### config.mk
export PLATFORM = sky130hd
export DESIGN_NAME = sysmap_steer
export DESIGN_NICKNAME = d
export VERILOG_FILES = /design/src/rtl/sysmap_pkg.sv /design/src/rtl/sysmap_cfg.sv /design/src/rtl/sysmap_region.sv /design/src/rtl/sysmap_steer.sv
export SDC_FILE = /design/constraint.sdc
export NUM_CORES = 1
export LEC_CHECK = 0
export BUFFER_PORTS_ARGS = -buffer_cell sky130_fd_sc_hd__buf_4
export CELL_PAD_IN_SITES_DETAIL_PLACEMENT = 1
export CELL_PAD_IN_SITES_GLOBAL_PLACEMENT = 2
export CORE_MARGIN = 2
export CORE_UTILIZATION = 36
export DETAILED_ROUTE_END_ITERATION = 12
export MAX_ROUTING_LAYER = met4
export PLACE_DENSITY = 0.83
export SLEW_MARGIN = 20
export SYNTH_ARGS = -nofsm -noshare
export SYNTH_HDL_FRONTEND = slang
export SYNTH_SLANG_ARGS = --single-unit
export TNS_END_PERCENT = 5
### constraint.sdc
create_clock -name clk -period 5.2 [get_ports clk]
set_clock_uncertainty 0.15 [all_clocks]
set_input_delay 0.52 -clock clk [delete_from_list [all_inputs] [get_ports clk]]
set_output_delay 0.52 -clock clk [all_outputs]
set_load 0.05 [all_outputs]
### src/rtl/sysmap_pkg.sv
package sysmap_pkg;
  typedef enum logic [2:0] {
    TGT_NONE = 3'b000,
    TGT_DRAM = 3'b001,
    TGT_GFX  = 3'b010,
    TGT_HUB  = 3'b100
  } tgt_e;

  localparam int CFG_IDX_W = 2;
  localparam logic [CFG_IDX_W-1:0] IDX_EXP  = 2'd0;
  localparam logic [CFG_IDX_W-1:0] IDX_EXT  = 2'd1;
  localparam logic [CFG_IDX_W-1:0] IDX_TOM  = 2'd2;
  localparam logic [CFG_IDX_W-1:0] IDX_CTRL = 2'd3;
endpackage

### src/rtl/sysmap_cfg.sv
module sysmap_cfg
  import sysmap_pkg::*;
#(
  parameter int EXP_SEGS = 8,
  parameter int EXT_SEGS = 4,
  parameter int TOM_W    = 12,
  parameter int TOM_CAP  = 1024,
  parameter int DATA_W   = 16
) (
  input  logic                 clk,
  input  logic                 rst_n,
  input  logic                 wr_en,
  input  logic [CFG_IDX_W-1:0] wr_idx,
  input  logic [DATA_W-1:0]    wr_data,
  output logic [EXP_SEGS-1:0]  exp_rd,
  output logic [EXP_SEGS-1:0]  exp_wr,
  output logic [EXT_SEGS-1:0]  ext_rd,
  output logic [EXT_SEGS-1:0]  ext_wr,
  output logic                 bios_rd,
  output logic                 bios_wr,
  output logic [TOM_W-1:0]     tom_mb,
  output logic                 hole_en,
  output logic                 mono_en,
  output logic                 vga_en
);
  localparam int EXP_BITS = 2 * EXP_SEGS;
  localparam int EXT_BITS = 2 * EXT_SEGS + 2;
  localparam logic [TOM_W-1:0] TOM_RST = TOM_W'(1);
  localparam logic [TOM_W-1:0] TOM_MAX = TOM_W'(TOM_CAP);

  logic [EXP_BITS-1:0] exp_q, exp_d;
  logic [EXT_BITS-1:0] ext_q, ext_d;
  logic [TOM_W-1:0]    tom_q, tom_d, tom_wr;
  logic [2:0]          ctl_q, ctl_d;

  always_comb begin
    exp_d  = exp_q;
    ext_d  = ext_q;
    tom_d  = tom_q;
    ctl_d  = ctl_q;
    tom_wr = wr_data[TOM_W-1:0];
    if (tom_wr > TOM_MAX) tom_wr = TOM_MAX;
    if (wr_en) begin
      unique case (wr_idx)
        IDX_EXP:  exp_d = wr_data[EXP_BITS-1:0];
        IDX_EXT:  ext_d = wr_data[EXT_BITS-1:0];
        IDX_TOM:  tom_d = tom_wr;
        default:  ctl_d = wr_data[2:0];
      endcase
    end
  end

  always_ff @(posedge clk or negedge rst_n) begin
    if (!rst_n) begin
      exp_q <= '0;
      ext_q <= '0;
      tom_q <= TOM_RST;
      ctl_q <= '0;
    end else if (wr_en) begin
      exp_q <= exp_d;
      ext_q <= ext_d;
      tom_q <= tom_d;
      ctl_q <= ctl_d;
    end
  end

  for (genvar g = 0; g < EXP_SEGS; g++) begin : g_exp
    assign exp_rd[g] = exp_q[2*g];
    assign exp_wr[g] = exp_q[2*g+1];
  end
  for (genvar g = 0; g < EXT_SEGS; g++) begin : g_ext
    assign ext_rd[g] = ext_q[2*g];
    assign ext_wr[g] = ext_q[2*g+1];
  end
  assign bios_rd = ext_q[2*EXT_SEGS];
  assign bios_wr = ext_q[2*EXT_SEGS+1];
  assign tom_mb  = tom_q;
  assign hole_en = ctl_q[0];
  assign mono_en = ctl_q[1];
  assign vga_en  = ctl_q[2];
endmodule

### src/rtl/sysmap_region.sv
module sysmap_region
  import sysmap_pkg::*;
#(
  parameter int ADDR_W   = 32,
  parameter int EXP_SEGS = 8,
  parameter int EXT_SEGS = 4,
  parameter int TOM_W    = 12,
  parameter int HOLE_MB  = 15
) (
  input  logic [ADDR_W-1:0]   addr,
  input  logic                is_io,
  input  logic                is_wr,
  input  logic [EXP_SEGS-1:0] exp_rd,
  input  logic [EXP_SEGS-1:0] exp_wr,
  input  logic [EXT_SEGS-1:0] ext_rd,
  input  logic [EXT_SEGS-1:0] ext_wr,
  input  logic                bios_rd,
  input  logic                bios_wr,
  input  logic [TOM_W-1:0]    tom_mb,
  input  logic                hole_en,
  input  logic                mono_en,
  input  logic                vga_en,
  output tgt_e                tgt
);
  localparam int MB_W   = ADDR_W - 20;
  localparam int EXP_IW = $clog2(EXP_SEGS);
  localparam int EXT_IW = $clog2(EXT_SEGS);

  logic [EXP_SEGS-1:0] exp_ok;
  logic [EXT_SEGS-1:0] ext_ok;
  logic [MB_W-1:0]     addr_mb;
  logic [EXP_IW-1:0]   exp_idx;
  logic [EXT_IW-1:0]   ext_idx;
  logic                bios_ok, mono_port, below_tom;
  tgt_e                mono_tgt;

  for (genvar g = 0; g < EXP_SEGS; g++) begin : g_exp_ok
    assign exp_ok[g] = is_wr ? exp_wr[g] : exp_rd[g];
  end
  for (genvar g = 0; g < EXT_SEGS; g++) begin : g_ext_ok
    assign ext_ok[g] = is_wr ? ext_wr[g] : ext_rd[g];
  end

  assign bios_ok   = is_wr ? bios_wr : bios_rd;
  assign addr_mb   = addr[ADDR_W-1:20];
  assign exp_idx   = addr[14+EXP_IW-1:14];
  assign ext_idx   = addr[14+EXT_IW-1:14];
  assign below_tom = ({{(MB_W > TOM_W ? MB_W - TOM_W : 0){1'b0}}, tom_mb} > MB_W'(addr_mb));
  assign mono_tgt  = (mono_en && vga_en) ? TGT_GFX : TGT_HUB;

  always_comb begin
    mono_port = 1'b0;
    if (addr[15:4] == 12'h03B) begin
      unique case (addr[3:0])
        4'h4, 4'h5, 4'h8, 4'h9, 4'hA, 4'hF: mono_port = 1'b1;
        default:                            mono_port = 1'b0;
      endcase
    end
  end

  always_comb begin
    tgt = TGT_HUB;
    if (is_io) begin
      tgt = mono_port ? mono_tgt : TGT_HUB;
    end else if (addr_mb == '0) begin
      unique case (addr[19:16])
        4'hA:       tgt = TGT_HUB;
        4'hB:       tgt = addr[15] ? TGT_HUB : mono_tgt;
        4'hC, 4'hD: tgt = exp_ok[exp_idx] ? TGT_DRAM : TGT_HUB;
        4'hE:       tgt = ext_ok[ext_idx] ? TGT_DRAM : TGT_HUB;
        4'hF:       tgt = bios_ok ? TGT_DRAM : TGT_HUB;
        default:    tgt = TGT_DRAM;
      endcase
    end else if (below_tom) begin
      tgt = (hole_en && addr_mb == MB_W'(HOLE_MB)) ? TGT_HUB : TGT_DRAM;
    end else begin
      tgt = TGT_GFX;
    end
  end
endmodule

### src/rtl/sysmap_steer.sv
module sysmap_steer
  import sysmap_pkg::*;
#(
  parameter int ADDR_W   = 32,
  parameter int DATA_W   = 16,
  parameter int EXP_SEGS = 8,
  parameter int EXT_SEGS = 4,
  parameter int TOM_W    = 12,
  parameter int TOM_CAP  = 1024,
  parameter int HOLE_MB  = 15
) (
  input  logic                 clk,
  input  logic                 rst_n,
  input  logic                 cyc_vld,
  input  logic [ADDR_W-1:0]    cyc_addr,
  input  logic                 cyc_is_io,
  input  logic                 cyc_wr,
  input  logic                 cfg_we,
  input  logic [CFG_IDX_W-1:0] cfg_idx,
  input  logic [DATA_W-1:0]    cfg_wdata,
  output logic                 tgt_vld,
  output logic [2:0]           tgt_sel,
  output logic                 dram_hit
);
  logic [EXP_SEGS-1:0] exp_rd, exp_wr;
  logic [EXT_SEGS-1:0] ext_rd, ext_wr;
  logic                bios_rd, bios_wr, hole_en, mono_en, vga_en;
  logic [TOM_W-1:0]    tom_mb;
  tgt_e                dec;

  logic       vld_q, vld_d, hit_q, hit_d;
  logic [2:0] sel_q, sel_d;

  sysmap_cfg #(
    .EXP_SEGS(EXP_SEGS), .EXT_SEGS(EXT_SEGS), .TOM_W(TOM_W),
    .TOM_CAP(TOM_CAP), .DATA_W(DATA_W)
  ) u_cfg (
    .clk(clk), .rst_n(rst_n), .wr_en(cfg_we), .wr_idx(cfg_idx), .wr_data(cfg_wdata),
    .exp_rd(exp_rd), .exp_wr(exp_wr), .ext_rd(ext_rd), .ext_wr(ext_wr),
    .bios_rd(bios_rd), .bios_wr(bios_wr), .tom_mb(tom_mb),
    .hole_en(hole_en), .mono_en(mono_en), .vga_en(vga_en)
  );

  sysmap_region #(
    .ADDR_W(ADDR_W), .EXP_SEGS(EXP_SEGS), .EXT_SEGS(EXT_SEGS),
    .TOM_W(TOM_W), .HOLE_MB(HOLE_MB)
  ) u_region (
    .addr(cyc_addr), .is_io(cyc_is_io), .is_wr(cyc_wr),
    .exp_rd(exp_rd), .exp_wr(exp_wr), .ext_rd(ext_rd), .ext_wr(ext_wr),
    .bios_rd(bios_rd), .bios_wr(bios_wr), .tom_mb(tom_mb),
    .hole_en(hole_en), .mono_en(mono_en), .vga_en(vga_en), .tgt(dec)
  );

  always_comb begin
    vld_d = cyc_vld;
    sel_d = cyc_vld ? dec : TGT_NONE;
    hit_d = cyc_vld && (dec == TGT_DRAM);
  end

  always_ff @(posedge clk or negedge rst_n) begin
    if (!rst_n) begin
      vld_q <= 1'b0;
      sel_q <= 3'b000;
      hit_q <= 1'b0;
    end else begin
      vld_q <= vld_d;
      sel_q <= sel_d;
      hit_q <= hit_d;
    end
  end

  assign tgt_vld  = vld_q;
  assign tgt_sel  = sel_q;
  assign dram_hit = hit_q;
endmodule

Word level (Yosys, flattened, before mapping)
Index checks and enable logic that the tools add are counted.
{"block": "word_totals", "romBits": 0, "latch_bits": 0, "output_inout_bits": 5, "wordCells": 73, "reg_bits": 46, "input_bits": 56, "ramBits": 0, "n_memories": 0}
{"block": "op_classes", "n_addsub": 0, "n_div": 0, "bitwise": 1, "order_cmp": 4, "multipliers": 0, "n_reduce_logical": 12, "mux": 32, "shift": 0, "n_eq_ne": 17}
{"op": "$eq 4x4->1 const B", "count": 10}
{"op": "$mux 3", "count": 11}
{"op": "$mux 1", "count": 17}
{"op": "$pmux 3 s5", "count": 1}
{"op": "$eq 12x4->1 const B", "count": 1}
{"op": "$eq 12x6->1 const B", "count": 1}
{"op": "$gt 12x11->1 const B", "count": 1}
{"op": "$gt 12x12->1", "count": 1}
{"op": "$logic_not 12->1", "count": 1}
{"op": "$mux 12", "count": 1}
{"op": "$eq 4x3->1 const B", "count": 2}
{"op": "$reduce_and 2->1", "count": 4}
{"op": "$reduce_or 6->1", "count": 1}
{"op": "$lt 3x4->1 const B", "count": 1}
{"op": "$bmux 1 s3", "count": 1}
{"op": "$eq 3x1->1 const B", "count": 1}
{"op": "$logic_and 1x1->1", "count": 3}
{"op": "$lt 2x3->1 const B", "count": 1}
{"op": "$reduce_or 3->1", "count": 1}
{"op": "$bmux 1 s2", "count": 1}
{"op": "$eq 2x1->1 const B", "count": 1}
{"op": "$eq 2x2->1 const B", "count": 1}
{"op": "$logic_not 2->1", "count": 1}
{"op": "$reduce_or 2->1", "count": 1}
{"op": "$not 1->1", "count": 1}

Longest topological paths before layout
{"block": "depth", "ltp_word": 9, "ltp_mapped": 7}

Modules after synthesis
Synthesis repeated with hierarchy kept, for this count alone.
{"block": "unflattened", "hier_cells": 219, "hier_area_um2": 2523.7}
{"mod": "sysmap_cfg", "area_each_um2": 1610.3, "seq_area_each_um2": 1027.2, "instances": 1, "cells_per_inst": 110}
{"mod": "sysmap_region", "area_each_um2": 755.7, "seq_area_each_um2": 0.0, "instances": 1, "cells_per_inst": 100}
{"mod": "sysmap_steer", "area_each_um2": 157.7, "seq_area_each_um2": 125.1, "instances": 1, "cells_per_inst": 9}

Least setup slack after synthesis
OpenSTA, ideal clock, no wires.
{"block": "synth_timing", "path_kind": "input to register", "startpoint": "input cyc_wr", "endpoint": "register sel_q[2] (netlist: tgt_sel[2])", "t_arrival_ns": 2.038, "path_stages": 6, "path_slack_ns": 2.945, "required_time_ns": 4.983, "path_cell_list": "buf_6 > mux4_2 > mux4_2 > nor4_2 > a211o_1 > o221a_1"}
{"block": "synth_via", "elab_chain_len": 8, "word_cells_on_any_way": 24}
{"element": "start: declaration", "line_no": "sysmap_steer.sv:17", "text": "input logic cyc_wr,"}
{"element": "$mux 1, on equally long branches", "line_no": "sysmap_region.sv:38, sysmap_region.sv:41"}
{"element": "$bmux 1 s3 / $bmux 1 s2 (equally long branches)", "line_no": "sysmap_region.sv:69, sysmap_region.sv:70"}
{"element": "$mux 1, on equally long branches", "line_no": "sysmap_region.sv:69, sysmap_region.sv:70"}
{"element": "$mux 3, on equally long branches", "line_no": "sysmap_region.sv:69, sysmap_region.sv:70"}
{"element": "$pmux 3 s5 *", "line_no": "sysmap_region.sv:66", "text": "unique case (addr[19:16])"}
{"element": "$mux 3 *", "line_no": "sysmap_region.sv:65", "text": "end else if (addr_mb == '0) begin"}
{"element": "$mux 3 *", "line_no": "sysmap_region.sv:63", "text": "if (is_io) begin"}
{"element": "$mux 3 *", "line_no": "sysmap_steer.sv:56", "text": "sel_d = cyc_vld ? dec : TGT_NONE;"}
{"element": "net sel_d[2]", "line_no": "sysmap_steer.sv:32", "text": "logic [2:0] sel_q, sel_d;"}
{"element": "end signal: assignment", "line_no": "sysmap_steer.sv:67", "text": "sel_q <= sel_d;"}
{"element": "end: declaration", "line_no": "sysmap_steer.sv:32"}
Mark *: on every way through the listed nets, which the timed path passes. The rest lies on a longest branch. The select of a mux whose other input is x is not followed.
A chain may end at the register's enable or synchronous reset.

Worst setup path in the final report
{"block": "layout_timing", "startpoint": "register u_cfg.tom_q[7] (netlist: u_cfg.tom_mb[7])", "endpoint": "register sel_q[1] (netlist: tgt_sel[1])"}
{"block": "layout_via", "elab_chain_len": 5}
{"element": "start: declaration", "line_no": "sysmap_cfg.sv:33", "text": "logic [TOM_W-1:0] tom_q, tom_d, tom_wr;"}
{"element": "start signal: assignment", "line_no": "sysmap_cfg.sv:62", "text": "tom_q <= tom_d;"}
{"element": "$gt 12x12->1", "line_no": "sysmap_region.sv:48", "text": "assign below_tom = ({{(MB_W > TOM_W ? MB_W - TOM_W : 0){1'b0}}, tom_mb} > MB_W'(addr_mb));"}
{"element": "$mux 3", "line_no": "sysmap_region.sv:74", "text": "end else if (below_tom) begin"}
{"element": "$mux 3", "line_no": "sysmap_region.sv:65"}
{"element": "$mux 3", "line_no": "sysmap_region.sv:63"}
{"element": "$mux 3", "line_no": "sysmap_steer.sv:56"}
{"element": "net sel_d[1]", "line_no": "sysmap_steer.sv:32"}
The timed path passes the listed nets, and every way through them passes these cells.

==> flow_metrics.tcl <==
set metrics [dict create \
    peakVddDrop_v 0.000152 \
    ys_seq_elements 46 \
    place_area_um2 2980 \
    syn_area_um2 2450 \
    via_per_inst 5.38 \
    max_freq_ghz 0.429 \
    startpoint "u_cfg.tom_mb[7]" \
    fin_crit_sh 0.448 \
    drc_errors 0 \
    grt_max_degree 47 \
    grt_pass1_vias 1994 \
    min_path_type "input port to asynchronous set/reset pin" \
    max_cap_viol_count 0 \
    final-seq-area_um2 1150 \
    rows 30 \
    endpoint "tgt_sel[1]" \
    cts_hold_buf 0 \
    numPortBuffers 60 \
    first_pass_iters 4 \
    cts_root_buf "clkbuf_8" \
    io_pins 61 \
    fin_hold_ws_ns 0.0517 \
    tritoncts "yes" \
    critPathLaunchType "register" \
    cp_max_fo 3 \
    wl_per_cell_um 17.2 \
    synth_nets 279 \
    reg2regPathDepth 6 \
    reg2reg_to "tgt_sel[1]" \
    regToRegSetupSlack_ns 2.87 \
    power_density_nw_per_um2 277 \
    cp_cell_sequence "ha_1 > a21oi_1 > o21ai_0 > a2111oi_0 > o21ai_0 > a221oi_1" \
    hpwl_um 4710 \
    cts.path.max_buffers 2 \
    synth_edf_count 0 \
    ctsHtreeMaxLevel 2 \
    fill_cells 749 \
    antenna_found_initial 0 \
    cts_setup_buffers 0 \
    yosysSeqAreaShare 0.471 \
    coreArea_um2 6680 \
    rsz0062_at_grt "false" \
    crit_path_top_delay_cell "a2111oi_0" \
    synth_ff_type "dfrtp_1" \
    final_nets 342 \
    finalMaxSlewViolations 0 \
    insertion_delay_ns 0.31 \
    first_iter_violations 99 \
    post_cts_resized 0 \
    async_reset_ff_frac 1.00 \
    hold_violations 0 \
    max_slew_margin 0.577 \
    netlist_instances 211 \
    arrival_ns 2.39 \
    diodes 0 \
    p_leak_nw 1.43 \
    crit_path_frequent_cell "o21ai_0" \
    ys_warn_count 0 \
    dieArea_um2 7470 \
    area_growth_pct 25.4 \
    tightest_slew_ns 0.618 \
    min_period_ns 2.33 \
    fin_tns_setup_ns 0 \
    multi_input_area_um2 1210 \
    cts.clk_slew.worst_paths_ns 0.09 \
    status "finished, final reports clean" \
    critical-path-max-stage-delay_ns 0.62 \
    required_ns 5.26 \
    crit_path_end_kind "register" \
    dieHeight_um 86.5 \
    drive_above_1_share 0.385 \
    postSynthAreaPerCell_um2 11.6 \
    cts_buffers 5 \
    grt_pass1_wl_um 10000 \
    die_w_um 86.5 \
    start_util 0.366 \
    setup_violations 0 \
    fin_area_um2 3070 \
    vias 1910 \
    place.gp.congestion 0.854 \
    drt-total-wl_um 6120 \
    critPathKind "register to register" \
    grt_use_total 0.179 \
    finalCoreUtilization 0.459 \
    grt-ovfl-total 0 \
    timing.rr.start "u_cfg.tom_mb[7]" \
    synth_cell_type_count 41 \
    cts.sinks 46 \
    ant_nets 0 \
]
layout make-up:
cell class,instances,share of cell area
flip-flops and latches,46,0.375
multi-input cells,143,0.394
well taps,80,0.0326
repair buffers,61,0.149
clock buffers,6,0.0236
clock inverters,2,0.00448
inverters,17,0.0208
power breakdown:
group	switching (mW)	leakage [nW]	internal (mW)	total, mW
Combinational	0.0834	0.823	0.105	0.188
Sequential	0.0273	0.566	0.410	0.438
Clock	0.129	0.0452	0.0951	0.224
Total	0.240	1.43	0.610	0.850
worst min-delay path by stage:
| stage | slack (ns) | start | depth (start not counted) | endpoint |
|---|---|---|---|---|
| finish | 0.05 | rst_n | 1 | u_cfg.exp_q[15] |
| global route | 0.09 | rst_n | 1 | u_cfg.exp_q[15] |
| CTS | 0.08 | rst_n | 1 | u_cfg.exp_q[11] |
| detailed placement | 0.34 | u_cfg.tom_mb[11] | 1 | u_cfg.tom_mb[11] |
| global placement | 0.33 | u_cfg.tom_mb[4] | 2 | u_cfg.tom_mb[4] |
| floorplan | 0.07 | rst_n | 0 | dram_hit |
per-stage QoR:
stage / power (mW) / setup slack (ns) / instances
floorplan: 0.550 / 2.94 / 211
global placement: 0.626 / 2.57 / 347
detailed placement: 0.635 / 2.49 / 347
CTS: 0.861 / 2.76 / 355
global route: 0.897 / 2.57 / 355
finish: 0.850 / 2.87 / 355
logic make-up after synthesis:
kind of cell	share of synthesized area
flops	0.471
fa+ha+maj	0.0613
compound gates	0.0920
xor+xnor	0.00358
simple gates	0.130
mux	0.204
buf+inv	0.0373
cells in the mapped netlist (2+ instances only):
cell | n | area [um2]
ha_1 | 12 | 150
inv_1 | 17 | 63.8
o21ai_0 | 9 | 45.0
mux4_2 | 5 | 113
nand3b_1 | 3 | 22.5
dfrtp_1 | 45 | 1130
mux2i_1 | 5 | 50.1
and3_1 | 2 | 12.5
a22o_1 | 6 | 52.6
a311oi_1 | 2 | 17.5
nor2_1 | 7 | 26.3
a31oi_1 | 2 | 12.5
nand4_1 | 5 | 31.3
nand2_1 | 15 | 56.3
clkbuf_1 | 3 | 11.3
nand3_1 | 7 | 35.0
a21oi_1 | 4 | 20.0
and2_1 | 2 | 12.5
nor4_1 | 7 | 43.8
mux2_2 | 30 | 338
nor3_1 | 3 | 15.0
routing by layer:
| metal | global-route usage | wire length (um) |
|---|---|---|
| met1 | 0.233 | 2820 |
| met2 | 0.282 | 3030 |
| met3 | 0.0381 | 181 |
| met4 | 0.0526 | 97 |
| met5 | - | 0 |
cell usage in the layout, fill, tap and decap left out, types with 2 or more instances in the layout:
cell type	n
a21oi_1	4
a22o_1	6
a311oi_1	2
a31oi_1	2
and2_1	2
and3_1	2
buf_4	61
clkbuf_8	5
dfrtp_1	45
ha_1	12
inv_1	17
mux2_2	30
mux2i_1	5
mux4_2	5
nand2_1	15
nand3_1	7
nand3b_1	3
nand4_1	5
nor2_1	7
nor3_1	3
nor4_1	7
o21ai_0	9
worst max-delay path, delay by kind of cell (launching register included):
kind	cells	cell delay, ns
DFF	1	0.42
AOI/OAI and AO/OA	5	1.37
adders and majority gates	1	0.32
registers in the layout, indices dropped and copies added (netlist names):
signal and cells:
tgt_sel 3, u_cfg.exp_q 16, tgt_vld 1, u_cfg.ext_q 10, dram_hit 1, u_cfg.tom_mb 12, u_cfg.ctl_q 3
Power figures use the tool's default switching activity.
